## config.mk

```make
export PLATFORM = sky130hd
export DESIGN_NAME = bit6_swizzle_unit
export DESIGN_NICKNAME = d
export VERILOG_FILES = /design/src/rtl/swz_pkg.sv /design/src/rtl/swz_mode_decode.sv /design/src/rtl/swz_addr_xform.sv /design/src/rtl/swz_page_swap.sv /design/src/rtl/bit6_swizzle_unit.sv
export SDC_FILE = /design/constraint.sdc
export NUM_CORES = 2
export LEC_CHECK = 0
export ABC_AREA = 1
export BUFFER_PORTS_ARGS = -buffer_cell sky130_fd_sc_hd__clkbuf_2
export CAP_MARGIN = 10
export CORE_AREA = 8 8 440 442
export DETAILED_ROUTE_END_ITERATION = 8
export DIE_AREA = 0 0 448 450
export PLACE_DENSITY = 0.64
export SYNTH_ARGS = -nofsm -noshare
export SYNTH_HDL_FRONTEND = slang
export SYNTH_SLANG_ARGS = --single-unit
```

## constraint.sdc

```tcl
create_clock -name clk -period 52.8 [get_ports clk]
set_input_delay 7.92 -clock clk [delete_from_list [all_inputs] [get_ports clk]]
set_output_delay 7.92 -clock clk [all_outputs]
set_load 0.02 [all_outputs]
```

## src/rtl/swz_pkg.sv

```systemverilog
// Shared types for the bit-6 swizzle unit.
package swz_pkg;
    // Swizzle class: which extra bits join bit 6.
    typedef enum logic [1:0] {
        SWZ_NONE = 2'd0,
        SWZ_BASE = 2'd1,
        SWZ_B11  = 2'd2,
        SWZ_B17  = 2'd3
    } swz_class_e;

    // Channel addressing modes in cfg_word[1:0].
    localparam logic [1:0] CHM_SINGLE = 2'd0;
    localparam logic [1:0] CHM_ASYM   = 2'd1;
    localparam logic [1:0] CHM_ILV    = 2'd2;
endpackage

```

## src/rtl/swz_mode_decode.sv

```systemverilog
// Derives the swizzle class from memory-controller configuration.
// Assumes cfg_word fields: [1:0] channel mode, [2] XOR disable, [3] bit-17 select.
// Purely combinational.
module swz_mode_decode
    import swz_pkg::*;
#(
    parameter int CFG_W  = 32,
    parameter int DIMM_W = 8
) (
    input  logic [CFG_W-1:0]  cfg_word,
    input  logic              cfg_remap_en,
    input  logic              cfg_from_dimm,
    input  logic [DIMM_W-1:0] dimm_a_size,
    input  logic [DIMM_W-1:0] dimm_b_size,
    output swz_class_e        cls,
    output logic              pin
);
    logic [1:0] chm;
    logic       unknown;
    swz_class_e reg_cls;

    assign chm = cfg_word[1:0];

    // Untrusted configuration detection.
    always_comb begin
        unknown = (&cfg_word) || cfg_remap_en || (chm == 2'd3);
    end

    // Class from channel mode and XOR controls.
    always_comb begin
        reg_cls = SWZ_NONE;
        if (chm == CHM_ILV) begin
            if (cfg_word[2])      reg_cls = SWZ_BASE;
            else if (cfg_word[3]) reg_cls = SWZ_B17;
            else                  reg_cls = SWZ_B11;
        end
    end

    // Select decode source and fold unknown into none.
    always_comb begin
        if (cfg_from_dimm) begin
            cls = (dimm_a_size == dimm_b_size) ? SWZ_BASE : SWZ_NONE;
            pin = 1'b0;
        end else if (unknown) begin
            cls = SWZ_NONE;
            pin = 1'b1;
        end else begin
            cls = reg_cls;
            pin = 1'b0;
        end
    end
endmodule

```

## src/rtl/swz_addr_xform.sv

```systemverilog
// Applies the bit-6 XOR to a tiled address for the given class.
// Assumes ADDR_W >= 18 so bit 17 exists. Purely combinational.
module swz_addr_xform
    import swz_pkg::*;
#(
    parameter int ADDR_W = 32
) (
    input  logic [ADDR_W-1:0] in_addr,
    input  logic              in_tiled,
    input  logic              in_tile_y,
    input  swz_class_e        cls,
    output logic [ADDR_W-1:0] out_addr
);
    logic flip;

    // Compute the XOR term for bit 6.
    always_comb begin
        flip = 1'b0;
        if (in_tiled && cls != SWZ_NONE) begin
            flip = in_addr[9] ^ (in_tile_y ? 1'b0 : in_addr[10]);
            if (cls == SWZ_B11) flip = flip ^ in_addr[11];
            if (cls == SWZ_B17) flip = flip ^ in_addr[17];
        end
    end

    // Replace bit 6 only.
    always_comb begin
        out_addr    = in_addr;
        out_addr[6] = in_addr[6] ^ flip;
    end
endmodule

```

## src/rtl/swz_page_swap.sv

```systemverilog
// Streams a page of beats, exchanging each even/odd pair when the page's
// bit 17 changed. Assumes beats of a page arrive in order, at most one per
// cycle, and never two odd beats on consecutive cycles.
module swz_page_swap #(
    parameter int BEAT_W     = 512,
    parameter int PAGE_BEATS = 64
) (
    input  logic              clk,
    input  logic              rst_n,
    input  logic              s_valid,
    input  logic [BEAT_W-1:0] s_data,
    input  logic              s_flip,
    output logic              m_valid,
    output logic [BEAT_W-1:0] m_data,
    output logic              m_last
);
    localparam int CNT_W = $clog2(PAGE_BEATS);
    localparam logic [CNT_W-1:0] LAST_IDX = CNT_W'(PAGE_BEATS - 1);

    logic [CNT_W-1:0]  cnt;
    logic              swap_q;
    logic [BEAT_W-1:0] hold;
    logic [BEAT_W-1:0] pend_data;
    logic              pend;
    logic              pend_last;
    logic              odd_in;

    assign odd_in = s_valid && cnt[0];

    // Beat counter, swap decision and output pair sequencing.
    always_ff @(posedge clk) begin
        if (!rst_n) begin
            cnt       <= '0;
            swap_q    <= 1'b0;
            pend      <= 1'b0;
            pend_last <= 1'b0;
            m_valid   <= 1'b0;
            m_last    <= 1'b0;
        end else begin
            m_valid <= 1'b0;
            m_last  <= 1'b0;
            if (pend) begin
                m_valid <= 1'b1;
                m_data  <= pend_data;
                m_last  <= pend_last;
                pend    <= 1'b0;
            end
            if (s_valid) begin
                if (cnt == '0) swap_q <= s_flip;
                if (!cnt[0]) begin
                    hold <= s_data;
                end else begin
                    m_valid   <= 1'b1;
                    m_data    <= swap_q ? s_data : hold;
                    pend_data <= swap_q ? hold : s_data;
                    pend      <= 1'b1;
                    pend_last <= (cnt == LAST_IDX);
                end
                cnt <= (cnt == LAST_IDX) ? '0 : cnt + 1'b1;
            end
        end
    end

    AST_PEND_DRAINS: assert property (@(posedge clk) disable iff (!rst_n)
        pend |=> !pend) else $error("pending beat held");
    AST_PAIR_FIRST: assert property (@(posedge clk) disable iff (!rst_n)
        odd_in |=> m_valid) else $error("pair head missing");
    AST_PAIR_SECOND: assert property (@(posedge clk) disable iff (!rst_n)
        odd_in |=> ##1 m_valid) else $error("pair tail missing");
    AST_LAST_QUAL: assert property (@(posedge clk) disable iff (!rst_n)
        m_last |-> m_valid) else $error("last without valid");
endmodule

```

## src/rtl/bit6_swizzle_unit.sv

```systemverilog
// Top: class decode, address transform and page half-swap stream.
// Assumes ADDR_W >= 18 and PAGE_BEATS a power of two.
module bit6_swizzle_unit
    import swz_pkg::*;
#(
    parameter int ADDR_W     = 32,
    parameter int CFG_W      = 32,
    parameter int DIMM_W     = 8,
    parameter int BEAT_W     = 512,
    parameter int PAGE_BEATS = 64
) (
    input  logic              clk,
    input  logic              rst_n,
    input  logic [CFG_W-1:0]  cfg_word,
    input  logic              cfg_remap_en,
    input  logic              cfg_from_dimm,
    input  logic [DIMM_W-1:0] dimm_a_size,
    input  logic [DIMM_W-1:0] dimm_b_size,
    output logic [1:0]        swz_class,
    output logic              pin_pages,
    input  logic [ADDR_W-1:0] in_addr,
    input  logic              in_tiled,
    input  logic              in_tile_y,
    output logic [ADDR_W-1:0] out_addr,
    input  logic              s_valid,
    input  logic [BEAT_W-1:0] s_data,
    input  logic              s_b17_saved,
    input  logic              s_b17_now,
    output logic              m_valid,
    output logic [BEAT_W-1:0] m_data,
    output logic              m_last
);
    swz_class_e cls;

    swz_mode_decode #(.CFG_W(CFG_W), .DIMM_W(DIMM_W)) u_dec (
        .cfg_word(cfg_word), .cfg_remap_en(cfg_remap_en),
        .cfg_from_dimm(cfg_from_dimm), .dimm_a_size(dimm_a_size),
        .dimm_b_size(dimm_b_size), .cls(cls), .pin(pin_pages)
    );

    swz_addr_xform #(.ADDR_W(ADDR_W)) u_xf (
        .in_addr(in_addr), .in_tiled(in_tiled), .in_tile_y(in_tile_y),
        .cls(cls), .out_addr(out_addr)
    );

    swz_page_swap #(.BEAT_W(BEAT_W), .PAGE_BEATS(PAGE_BEATS)) u_swap (
        .clk(clk), .rst_n(rst_n), .s_valid(s_valid), .s_data(s_data),
        .s_flip(s_b17_saved ^ s_b17_now), .m_valid(m_valid),
        .m_data(m_data), .m_last(m_last)
    );

    assign swz_class = cls;

    AST_PIN_IS_NONE: assert property (@(posedge clk) disable iff (!rst_n)
        pin_pages |-> (swz_class == 2'd0)) else $error("pin with swizzle");
    AST_DIMM_NO_PIN: assert property (@(posedge clk) disable iff (!rst_n)
        cfg_from_dimm |-> !pin_pages) else $error("pin on dimm path");
    AST_UNTILED_PASS: assert property (@(posedge clk) disable iff (!rst_n)
        !in_tiled |-> (out_addr == in_addr)) else $error("untiled altered");
    AST_HIGH_BITS_PASS: assert property (@(posedge clk) disable iff (!rst_n)
        (out_addr ^ in_addr) == ((out_addr[6] ^ in_addr[6]) ? ADDR_W'(64) : '0))
        else $error("non-bit-6 altered");
endmodule

```

==> results.cfg <==
[final_layout]
fillerInstances = 17830
finalNetCount = 7659
drive_above_1_share_pct = 19.04
area_growth_syn_to_layout_pct = 18.13
layout_common_cells = 1,550 x nand2_1, 1,536 x edfxtp_1, 1,066 x clkbuf_2, 1,030 x nor2_1, 966 x o21ai_0
final-seq-area_um2 = 46350
multi_input_area_um2 = 18380
final_common_cell = nand2_1

[setup_path]
critPathKind = input pin to output pin
crit_chain = clkbuf_2 -> inv_1 -> a21oi_1 -> nand2_1 -> nor2_1 -> nand3_1 -> nand2_1 -> nand4_1 -> nand3_1 -> nand2_1 -> nand2_1 -> clkbuf_2
critPathLaunchType = input pin
crit_path_frequent_cell = nand2_1
cp_max_fo = 4
critical_path.endpoint_type = output pin
arrival_ns = 9.22
critPathRequiredTime_ns = 44.88
crit_path_max_incr_delay_ns = 0.17
slowest_stage = nand3_1

[timing]
rsz0062_at_grt = false
final-hold-violation-count = 0
setup_tns_ns = 0
slew_headroom_pct = 13.77
fmax_mhz = 58.33
period_share_pct = 32.47
slew_violations = 0
fin_crit_ns = 17.14
worst_pin_slew_ns = 1.293
skew_ns = 0.03567
setup_violations = 0

[drt]
viasPerCell = 5.258
drc = 0
wl_um = 214900
dr.pass1.iters = 9
num_vias = 51270
routedWlPerCell_um = 22.04
drtIter0Drc = 5153
postRouteAntennaNets = 0

[floorplanning]
ios = 1150
initial_core_util_pct = 36.07
dieArea_um2 = 201600
die_y_um = 450
die_w_um = 448
fp.coreArea_um2 = 186600
rows = 159

[yosys]
yosysSeqAreaShare_pct = 68.85
synthCells = 6238
syn_area_um2 = 67310
yosys_warnings = 0
ys.flop_type = edfxtp_1
synth_area_per_cell_um2 = 10.79
synth_nets = 6841
synth-edff-count = 1536
synthArstFlopShare_pct = 0
ys_seq_elements = 1547
synth_cell_types = 29

[worst_hold_path]
hold_class = flip-flop to flip-flop

[global_route]
grt_pass1_vias = 47930
grt_start_max_net_pins = 260
antenna_found_initial = 63
grt_overflow = 0
grtUsageTotal_pct = 20.05
grt_pass1_wl_um = 314200

[power]
power_density_nw_per_um2 = 37.94
p_leak_nw = 30.59
total_power_mw = 3.017
peakVddDrop_mv = 0.03001

[clocking]
clockBufferDepth = 3
h-tree-depth = 4
clk_pin_slew_worst_paths_ns = 0.06
post-cts-setup-buffers = 0
cts-root-buf = clkbuf_16
cts_buffers = 170
clkLatencyLatePin_ns = 0.85
cts_tree = done
hold_buffers = 0
post_cts_resized = 0
cts.sinks = 1547

[job]
max-cap-violations = 0

[outcome]
status = finished, final reports clean

[placed_design]
io_buffers = 1067
gp_congestion = 0.8949
post-dp-hpwl_um = 133300
==> through the flow <==
stage	utilization [%]	cells	hold WS, ns	cell area [µm²]	worst slack [ns]
floorplan	-	6238	0.4190	67310	8.379
global placement	39.64	9379	0.4360	73960	35.63
detailed placement	39.64	9379	0.4462	73960	35.68
CTS	42.54	9697	0.4576	79380	35.67
global route	42.58	9731	0.4905	79460	35.55
finish	42.61	9750	0.4378	79510	35.66
==> routing by layer <==
layer	global-route usage [%]	share of wire [%]	vias to the layer above
met5	0	0.054	-
met4	9.014	4.5	18
met3	5.415	8.3	394
met2	31.40	47	2105
met1	26.05	40	24950
li1	-	-	23800
==> area by class of cell <==
type / instances / share of cell area [%]
sequential: 1547 / 58.30
multi-input combinational: 4172 / 23.12
timing repair buffer: 1130 / 7.450
clock buffer: 214 / 5.558
tap: 2495 / 3.926
clock inverter: 104 / 1.249
inverter: 35 / 0.2345
antenna: 53 / 0.1668
==> worst max-delay path: cells and delay by family <==
family	cells	cell delay, ns
compound gates	1	0.12
buf+inv	3	0.33
simple gates	8	0.85
==> cell usage after synthesis, types with 4 or more instances <==
| master | instances | share of area, % |
|---|---|---|
| nand2_1 | 1550 | 8.6 |
| a21oi_1 | 12 | 0.089 |
| buf_6 | 13 | 0.22 |
| inv_1 | 32 | 0.18 |
| nand3_1 | 5 | 0.037 |
| buf_2 | 192 | 1.4 |
| o21ai_1 | 72 | 0.54 |
| nor3_1 | 4 | 0.030 |
| nand4_1 | 6 | 0.056 |
| dfxtp_1 | 11 | 0.33 |
| xor2_1 | 6 | 0.078 |
| buf_1 | 28 | 0.16 |
| o22ai_1 | 508 | 4.7 |
| nor2_1 | 1031 | 5.7 |
| edfxtp_1 | 1536 | 69 |
| clkbuf_1 | 166 | 0.93 |
| buf_4 | 82 | 0.91 |
| o21ai_0 | 966 | 7.2 |
==> final timing paths <==
check	endpoint	cells past startpoint	from	slack, ns
min reg2reg	u_swap.m_last$_SDFF_PN0_	2	u_swap.pend_last$_SDFFE_PN0P_	0.44
min	u_swap.m_last$_SDFF_PN0_	2	u_swap.pend_last$_SDFFE_PN0P_	0.44
max reg2reg	u_swap.pend_data[331]$_DFFE_PP_	7	u_swap.cnt[0]$_SDFFE_PN0P_	47.06
max	out_addr[6]	12	cfg_from_dimm	35.66
==> cells by family after synthesis <==
logic type	Yosys count	synth area share, %
xor+xnor	6	0.07807
compound gates	1561	12.56
buf+inv	519	3.870
simple gates	2603	14.60
fa+ha+maj	2	0.03717
flops	1547	68.85
==> registers in the layout, indices dropped and copies added, names as in the netlist <==
signal and flops:
u_swap.hold 512, u_swap.m_data 512, u_swap.pend_data 512, u_swap.cnt 6, u_swap.m_last 1, u_swap.m_valid 1, u_swap.pend 1, u_swap.pend_last 1
u_swap.swap_q 1
==> where the power goes <==
part | internal (mW) | switching, mW | total, mW
logic | 0.106 | 0.259 | 0.365
clock network | 0.653 | 0.513 | 1.17
registers | 1.45 | 0.0356 | 1.49
total | 2.21 | 0.808 | 3.02
Note: power is estimated with default switching activity, not from simulation.
